File: config.mk
export PLATFORM = sky130hd
export DESIGN_NAME = bus_cycle_seq
export DESIGN_NICKNAME = d
export VERILOG_FILES = /design/src/rtl/bus_cycle_pkg.sv /design/src/rtl/bus_cycle_fsm.sv /design/src/rtl/bus_cycle_lanes.sv /design/src/rtl/bus_cycle_ctl.sv /design/src/rtl/bus_cycle_seq.sv
export SDC_FILE = /design/constraint.sdc
export NUM_CORES = 1
export LEC_CHECK = 0
export BUFFER_PORTS_ARGS = -buffer_cell sky130_fd_sc_hd__buf_2
export CAP_MARGIN = 30
export CORE_MARGIN = 5
export CORE_UTILIZATION = 45
export CTS_BUF_LIST = sky130_fd_sc_hd__clkbuf_2
export DETAILED_ROUTE_END_ITERATION = 10
export PLACE_DENSITY = 0.73
export SYNTH_ARGS = -nofsm -noshare
export SYNTH_HDL_FRONTEND = slang
export SYNTH_HIERARCHICAL = 1
export SYNTH_SLANG_ARGS = --single-unit
File: constraint.sdc
create_clock -name clk -period 2.6 [get_ports clk]
set_clock_uncertainty 0.1 [all_clocks]
set_input_delay 0.52 -clock clk [delete_from_list [all_inputs] [get_ports clk]]
set_output_delay 0.52 -clock clk [all_outputs]
set_load 0.03 [all_outputs]
File: src/rtl/bus_cycle_pkg.sv
package bus_cycle_pkg;

    typedef enum logic [2:0] {
        ST_IDLE,
        ST_T1,
        ST_T2,
        ST_TW,
        ST_T3,
        ST_T4
    } bus_state_e;

    // A word access must start on an even byte address.
    function automatic logic word_misaligned(input logic is_byte, input logic a0);
        return !is_byte && a0;
    endfunction

endpackage

File: src/rtl/bus_cycle_fsm.sv
module bus_cycle_fsm
    import bus_cycle_pkg::*;
(
    input  logic       clk,
    input  logic       rst_n,
    input  logic       start,
    input  logic       bus_ready,
    output bus_state_e state
);

    bus_state_e state_nx;

    always_ff @(posedge clk or negedge rst_n) begin
        if (!rst_n) begin
            state <= ST_IDLE;
        end else begin
            state <= state_nx;
        end
    end

    always_comb begin
        state_nx = state;
        unique case (state)
            ST_IDLE: state_nx = start ? ST_T1 : ST_IDLE;
            ST_T1:   state_nx = ST_T2;
            ST_T2:   state_nx = bus_ready ? ST_T3 : ST_TW;
            ST_TW:   state_nx = bus_ready ? ST_T3 : ST_TW;
            ST_T3:   state_nx = ST_T4;
            ST_T4:   state_nx = start ? ST_T1 : ST_IDLE;
            default: state_nx = ST_IDLE;
        endcase
    end

endmodule

File: src/rtl/bus_cycle_lanes.sv
module bus_cycle_lanes #(
    parameter int DATA_W = 16
) (
    input  logic              is_byte,
    input  logic              a0,
    input  logic [DATA_W-1:0] wdata,
    input  logic [DATA_W-1:0] ad_in,
    output logic              bhe_n,
    output logic [DATA_W-1:0] wbus,
    output logic [DATA_W-1:0] rlane
);

    localparam int HALF = DATA_W / 2;

    // Upper lane is active for words and for bytes at odd addresses.
    assign bhe_n = is_byte && !a0;

    // A byte write is copied onto both lanes; the device picks its lane.
    assign wbus = is_byte ? {2{wdata[HALF-1:0]}} : wdata;

    always_comb begin
        if (!is_byte) begin
            rlane = ad_in;
        end else if (a0) begin
            rlane = {{HALF{1'b0}}, ad_in[DATA_W-1:HALF]};
        end else begin
            rlane = {{HALF{1'b0}}, ad_in[HALF-1:0]};
        end
    end

endmodule

File: src/rtl/bus_cycle_ctl.sv
module bus_cycle_ctl
    import bus_cycle_pkg::*;
#(
    parameter int ADDR_W = 20,
    parameter int DATA_W = 16,
    localparam int HI_W  = ADDR_W - DATA_W
) (
    input  bus_state_e        state,
    input  logic [ADDR_W-1:0] addr,
    input  logic [DATA_W-1:0] wbus,
    input  logic              is_write,
    input  logic              is_io,
    input  logic              is_byte,
    input  logic              bhe_n_lane,
    output logic [DATA_W-1:0] ad_out,
    output logic              ad_oe,
    output logic [HI_W-1:0]   as_out,
    output logic              ale,
    output logic              rd_n,
    output logic              wr_n,
    output logic              mio,
    output logic              dtr,
    output logic              den_n,
    output logic              bhe_n,
    output logic              ready_core,
    output logic              done
);

    logic [3:0] status_nib;
    logic       strobe;

    assign status_nib = {is_write, is_io, is_byte, 1'b1};

    always_comb begin
        ad_out     = '0;
        ad_oe      = 1'b0;
        as_out     = '0;
        ale        = 1'b0;
        strobe     = 1'b0;
        mio        = 1'b0;
        dtr        = 1'b0;
        den_n      = 1'b1;
        bhe_n      = 1'b1;
        ready_core = 1'b0;
        done       = 1'b0;
        unique case (state)
            ST_IDLE: begin
                ready_core = 1'b1;
            end
            ST_T1: begin
                ale    = 1'b1;
                ad_out = addr[DATA_W-1:0];
                ad_oe  = 1'b1;
                as_out = addr[ADDR_W-1:DATA_W];
                mio    = !is_io;
                dtr    = is_write;
                den_n  = !is_write;
                bhe_n  = bhe_n_lane;
            end
            ST_T2, ST_TW, ST_T3: begin
                strobe = 1'b1;
                ad_out = is_write ? wbus : '0;
                ad_oe  = is_write;
                as_out = HI_W'(status_nib);
                mio    = !is_io;
                dtr    = is_write;
                den_n  = 1'b0;
                bhe_n  = bhe_n_lane;
            end
            ST_T4: begin
                ad_out     = is_write ? wbus : '0;
                ad_oe      = is_write;
                as_out     = HI_W'(status_nib);
                mio        = !is_io;
                dtr        = is_write;
                den_n      = !is_write;
                bhe_n      = bhe_n_lane;
                ready_core = 1'b1;
                done       = 1'b1;
            end
            default: begin
                ready_core = 1'b0;
            end
        endcase
    end

    assign rd_n = !(strobe && !is_write);
    assign wr_n = !(strobe && is_write);

endmodule

File: src/rtl/bus_cycle_seq.sv
module bus_cycle_seq
    import bus_cycle_pkg::*;
#(
    parameter int ADDR_W = 20,
    parameter int DATA_W = 16,
    localparam int HI_W  = ADDR_W - DATA_W
) (
    input  logic              clk,
    input  logic              rst_n,
    input  logic              req_valid,
    output logic              req_ready,
    input  logic [ADDR_W-1:0] req_addr,
    input  logic [DATA_W-1:0] req_wdata,
    input  logic              req_write,
    input  logic              req_io,
    input  logic              req_byte,
    output logic [DATA_W-1:0] rsp_rdata,
    output logic              rsp_done,
    output logic              rsp_err,
    output logic [DATA_W-1:0] bus_ad_out,
    input  logic [DATA_W-1:0] bus_ad_in,
    output logic              bus_ad_oe,
    output logic [HI_W-1:0]   bus_as,
    output logic              bus_ale,
    output logic              bus_rd_n,
    output logic              bus_wr_n,
    output logic              bus_mio,
    output logic              bus_dtr,
    output logic              bus_den_n,
    output logic              bus_bhe_n,
    input  logic              bus_ready
);

    bus_state_e        cyc_state;
    logic              take;
    logic              bad_align;
    logic              start;
    logic [ADDR_W-1:0] cyc_addr;
    logic [DATA_W-1:0] cyc_wdata;
    logic              cyc_write;
    logic              cyc_io;
    logic              cyc_byte;
    logic              lane_bhe_n;
    logic [DATA_W-1:0] lane_wbus;
    logic [DATA_W-1:0] lane_rdata;
    logic [DATA_W-1:0] rdata_q;
    logic              err_q;

    assign take      = req_valid && req_ready;
    assign bad_align = word_misaligned(req_byte, req_addr[0]);
    assign start     = take && !bad_align;

    always_ff @(posedge clk or negedge rst_n) begin
        if (!rst_n) begin
            cyc_addr  <= '0;
            cyc_wdata <= '0;
            cyc_write <= 1'b0;
            cyc_io    <= 1'b0;
            cyc_byte  <= 1'b0;
            err_q     <= 1'b0;
            rdata_q   <= '0;
        end else begin
            err_q <= take && bad_align;
            if (start) begin
                cyc_addr  <= req_addr;
                cyc_wdata <= req_wdata;
                cyc_write <= req_write;
                cyc_io    <= req_io;
                cyc_byte  <= req_byte;
            end
            if (cyc_state == ST_T3 && !cyc_write) begin
                rdata_q <= lane_rdata;
            end
        end
    end

    bus_cycle_fsm u_fsm (
        .clk       (clk),
        .rst_n     (rst_n),
        .start     (start),
        .bus_ready (bus_ready),
        .state     (cyc_state)
    );

    bus_cycle_lanes #(.DATA_W(DATA_W)) u_lanes (
        .is_byte (cyc_byte),
        .a0      (cyc_addr[0]),
        .wdata   (cyc_wdata),
        .ad_in   (bus_ad_in),
        .bhe_n   (lane_bhe_n),
        .wbus    (lane_wbus),
        .rlane   (lane_rdata)
    );

    bus_cycle_ctl #(.ADDR_W(ADDR_W), .DATA_W(DATA_W)) u_ctl (
        .state      (cyc_state),
        .addr       (cyc_addr),
        .wbus       (lane_wbus),
        .is_write   (cyc_write),
        .is_io      (cyc_io),
        .is_byte    (cyc_byte),
        .bhe_n_lane (lane_bhe_n),
        .ad_out     (bus_ad_out),
        .ad_oe      (bus_ad_oe),
        .as_out     (bus_as),
        .ale        (bus_ale),
        .rd_n       (bus_rd_n),
        .wr_n       (bus_wr_n),
        .mio        (bus_mio),
        .dtr        (bus_dtr),
        .den_n      (bus_den_n),
        .bhe_n      (bus_bhe_n),
        .ready_core (req_ready),
        .done       (rsp_done)
    );

    assign rsp_rdata = rdata_q;
    assign rsp_err   = err_q;

endmodule

; ---- Word-level counts from Yosys, hierarchy flattened
; Cells that the tools add are included.
[word_totals]
register_bits = 59
output_inout_bits = 47
wordCells = 53
[op_classes]
n_eq_ne = 5
muxes = 18
n_reduce_logical = 22
[op_table]
columns = op, n
row1 = 16-bit 2-to-1 mux, 3
row2 = 16-bit one-hot mux with 2 select lines, 1
row3 = 3-bit one-hot mux with 4 select lines, 1
row4 = 1-bit logical AND, 8
row5 = 1-bit 2-to-1 mux, 8
row6 = 8-bit 2-to-1 mux, 1
row7 = 4-bit one-hot mux with 2 select lines, 1
row8 = 1-bit logical NOT, 7
row9 = 3-bit by 2-bit equality test with 1-bit output (second input constant), 2
row10 = 3-bit equality test (second input constant), 2
row11 = 2-bit OR reduction, 3
row12 = 5-bit OR reduction, 1
row13 = 1-bit one-hot mux with 2 select lines, 2
row14 = 4-bit OR reduction, 1
row15 = 3-bit by 1-bit equality test with 1-bit output (second input constant), 1
row16 = 3-bit logical NOT, 1
row17 = 3-bit 2-to-1 mux, 1
row18 = 3-bit OR reduction, 1

; ---- Longest topological paths before layout
[depth]
ltp_word = 7
mapped_depth = 9
ltp_nobuf = 6

; ---- Hierarchy
; The synthesis kept the hierarchy.
[by_module_without_submodules]
columns = mod, instances, cells_per_inst, area_per_inst_um2
row1 = bus_cycle_seq, 1, 124, 2112.0
row2 = bus_cycle_lanes, 1, 36, 372.9
row3 = bus_cycle_ctl, 1, 46, 370.4
row4 = bus_cycle_fsm, 1, 11, 128.9

; ---- Worst setup path after synthesis
; Ideal clock, no wire load.
[synth_path]
path_kind = flip-flop to flip-flop
startpoint = register u_fsm.state[2]
endpoint = register cyc_addr[1]
setup_time_ps = 125
t_arrival_ps = 2284
required_time_ps = 2375
slack_ps = 91
stages_incl_launch_ff = 9
n_path_buf = 3
synth_period_minus_slack_ps = 2509
cell_sequence = dfrtp_1 buf_4 xor2_1 nor2_1 nand2_1 a21oi_1 buf_4 buf_6 mux2_2
[synth_via]
elab_chain_cells = 5
elab_cells_between_ends = 6
classes_between = eq/ne (1) / mux (1) / reduce/logical (4)
[synth_lines]
columns = item, line
row1 = start: declaration, bus_cycle_fsm.sv:8  ; output bus_state_e state
row2 = start signal: assignment, bus_cycle_fsm.sv:17  ; state <= state_nx;
row3 = 3-bit equality test / 3-bit logical NOT (equally long branches), bus_cycle_ctl.sv:46  ; unique case (state)
row4 = 2-bit OR reduction (no line) (*), -
row5 = 1-bit 2-to-1 mux (*), bus_cycle_ctl.sv:46
row6 = named net req_ready, bus_cycle_seq.sv:11  ; output logic req_ready,
row7 = 1-bit logical AND (*), bus_cycle_seq.sv:49  ; assign take = req_valid && req_ready;
row8 = 1-bit logical AND (*), bus_cycle_seq.sv:51  ; assign start = take && !bad_align;
row9 = named net start, bus_cycle_seq.sv:37  ; logic start;
row10 = end signal: assignment, bus_cycle_seq.sv:65  ; cyc_addr <= req_addr;
row11 = end: declaration, bus_cycle_seq.sv:38  ; logic [ADDR_W-1:0] cyc_addr;
; Mark *: on every way through the listed nets, which the timed path passes. The rest lies on a longest branch.
; A chain may end at the register's enable or synchronous reset.

; ---- Worst setup path after layout
[layout_path]
startpoint = register cyc_byte
endpoint = output bus_ad_out[13]
[layout_via]
elab_chain_cells = 3
[layout_lines]
columns = item, line
row1 = start: declaration, bus_cycle_seq.sv:42  ; logic cyc_byte;
row2 = start signal: assignment, bus_cycle_seq.sv:69  ; cyc_byte <= req_byte;
row3 = 16-bit 2-to-1 mux, bus_cycle_lanes.sv:19  ; assign wbus = is_byte ? {2{wdata[HALF-1:0]}} : wdata;
row4 = named net lane_wbus[13], bus_cycle_seq.sv:44  ; logic [DATA_W-1:0] lane_wbus;
row5 = 16-bit 2-to-1 mux, "bus_cycle_ctl.sv:62, bus_cycle_ctl.sv:71"
row6 = 16-bit one-hot mux with 2 select lines, bus_cycle_ctl.sv:46
row7 = end: declaration, bus_cycle_seq.sv:20  ; output logic [DATA_W-1:0] bus_ad_out,
; The timed path passes the listed nets, and every way through them passes these cells.

==> results.cfg <==
[detailed_routing]
drc = 0
finalWirelength_um = 6630
vias = 2125
firstDrtPassIters = 4
antenna_left = 0
wl_per_cell_um = 16.2
drt-initial-drc-count = 30
via_per_inst = 5.18

[global_route]
grt_pass1_wl_um = 10900
antenna_found_initial = 0
grt_pass1_vias = 2253
grtUsageTotal_pct = 16.1
overflow = 0
grt_max_degree = 33

[floorplanning]
die_y_um = 91.4
coreArea_um2 = 6390
dieArea_um2 = 8360
initial_core_util_pct = 46.7
rows = 29
ioPinCount = 106
die_w_um = 91.4

[outcome]
status = finished, final reports clean

[clocking]
clock_sinks = 59
cts_tree = done
cts_inserted_buffers = 9
cts-root-buf = clkbuf_2
cts.htree.levels = 3
clock_latency_ns = 0.45
cts_buffer_depth = 2
clk_pin_slew_ns = 0.16

[synth]
syn_area_um2 = 2980
ys_types = 32
ys_warn_count = 6
synth-seq-cells = 59
syn_avg_cell_area_um2 = 13.8
synthFlopType = dfrtp_1
synth-edff-count = 0
syn-instance-count = 217
async_flop_share_pct = 100
syn-num-nets = 277
yosysSeqAreaShare_pct = 49.5

[timing]
rsz0062_at_grt = false
finalSetupViolations = 0
hold-worst-slack_ns = 0.164
worst_pin_slew_ns = 0.731
fin_crit_ns = 2.47
period_share_pct = 94.9
drv_slew = 0
relSlewSlack_pct = 51.3
finalHoldViolations = 0
max_freq_mhz = 405
finalSetupTns_ns = 0

[power_and_ir_drop]
vdd_drop_max_mv = 0.890
finalPower_mw = 5.67
power_density_nw_per_um2 = 1510
power_leakage_nw = 1.86

[critical_path]
worst_setup_path_start_kind = flip-flop
path_delay_family = flip-flops
critPathKind = reg2out
timing.critical_path.buf_inv = 2
required_ns = 1.98
endpoint_kind = output pin
crit_start = cyc_byte
worst-path-max-fanout = 8
cp_cell_sequence = buf_4 -> mux2_2 -> a22o_2 -> buf_2
crit_path_max_incr_delay_ns = 0.46
reg2reg_from = u_fsm/state[1]
critical_path.slowest_cell = dfrtp_2
worstPathArrival_ns = 1.85

[layout]
final_nets = 388
antenna_cells = 0
layout_common_cells = buf_2 (97), mux2_2 (60), dfrtp_1 (55), buf_4 (21), a22o_1 (13)
layout_commonest_cell = buf_2
areaGrowthSynthToFinish_pct = 26.0
drive_above_1_share_pct = 67.9

[placed_design]
hpwlAfterDp_um = 4890
io_buffers = 105
place_congestion = 0.765

[flow_run]
drv_cap = 0

[worst_hold_path]
hp-class = in2reg
hp-start = req_byte
[Yosys cell counts (2+ instances only)]
cell / count / area share [%]
mux2_2: 60 / 23
dfrtp_1: 59 / 49
a22o_1: 13 / 3.8
buf_4: 11 / 2.8
nor2b_1: 11 / 2.3
mux2_4: 9 / 4.5
buf_6: 7 / 2.6
a22o_2: 6 / 2.0
inv_1: 5 / 0.63
o21ai_0: 4 / 0.67
a211oi_1: 3 / 0.75
a21oi_1: 3 / 0.50
buf_2: 3 / 0.50
nor2_1: 3 / 0.38
nor3_1: 2 / 0.34
nor3b_1: 2 / 0.50
[metal layers]
layer,track usage (%),part of all wire (%)
met1,21.2,43
met2,24.8,47
met3,5.37,8.6
met4,5.87,0.65
met5,0,0
[cell type report]
type	instances	area, µm²
fill	572	2630
sequential	59	1480
multi-input combinational	132	1350
timing repair buffer	121	684
tap	77	96.3
clock inverter	6	80.1
clock buffer	10	50.0
inverter	5	18.8
[state kept, by name (all words and copies together) (netlist names)]
register / cells
cyc_addr: 20
cyc_wdata: 16
rsp_rdata: 16
u_fsm/state: 3
cyc_byte: 1
cyc_io: 1
cyc_write: 1
rsp_err: 1
[per-stage QoR]
step,area [µm²],cells,utilization (%),worst slack [ns]
after floorplan,2980,217,-,0.0909
after global placement,3530,390,55.3,0.353
after detailed placement,3530,390,55.3,0.254
after CTS,3720,410,58.3,0.000949
after global routing,3760,410,58.9,0.0135
final,3760,410,58.9,0.132
[path summary, 6_finish.rpt]
check / end / slack, ns / cells after the start
setup reg to reg: cyc_wdata[6] / 0.29 / 7
setup / recovery: bus_ad_out[13] / 0.13 / 4
hold reg to reg: rsp_rdata[12] / 0.42 / 1
max in group asynchronous: u_fsm/state[1] / 1.14 / 3
min in group asynchronous: rsp_rdata[3] / 0.55 / 2
hold / removal: rsp_err / 0.16 / 2
[logic make-up (layout without fill, tap and decap cells)]
| kind of cell | Yosys count | after routing | share of synthesized area, % |
|---|---|---|---|
| adder cells (fa/ha/maj) | 1 | 1 | 0.419 |
| AO/OA/AOI/OAI | 37 | 37 | 9.94 |
| multiplexers | 69 | 69 | 27.2 |
| buffers and inverters | 26 | 142 | 6.54 |
| AND/OR/NAND/NOR | 24 | 24 | 6.16 |
| flip-flops | 59 | 59 | 49.5 |
| XOR/XNOR | 1 | 1 | 0.294 |
[report_power, final]
group	leakage (nW)	internal (mW)	switching [mW]
Clock	0.0854	0.317	0.326
Combinational	1.06	1.47	1.87
Sequential	0.707	1.38	0.310
[what timing repair did]
item,CTS,global route
setup endpoints to repair,21,20
setup buffers,2,0
gates cloned,1,0
hold buffers,1,0
hold endpoints to repair,30,0
resized for setup,16,6
(Power assumes the default switching activity.)
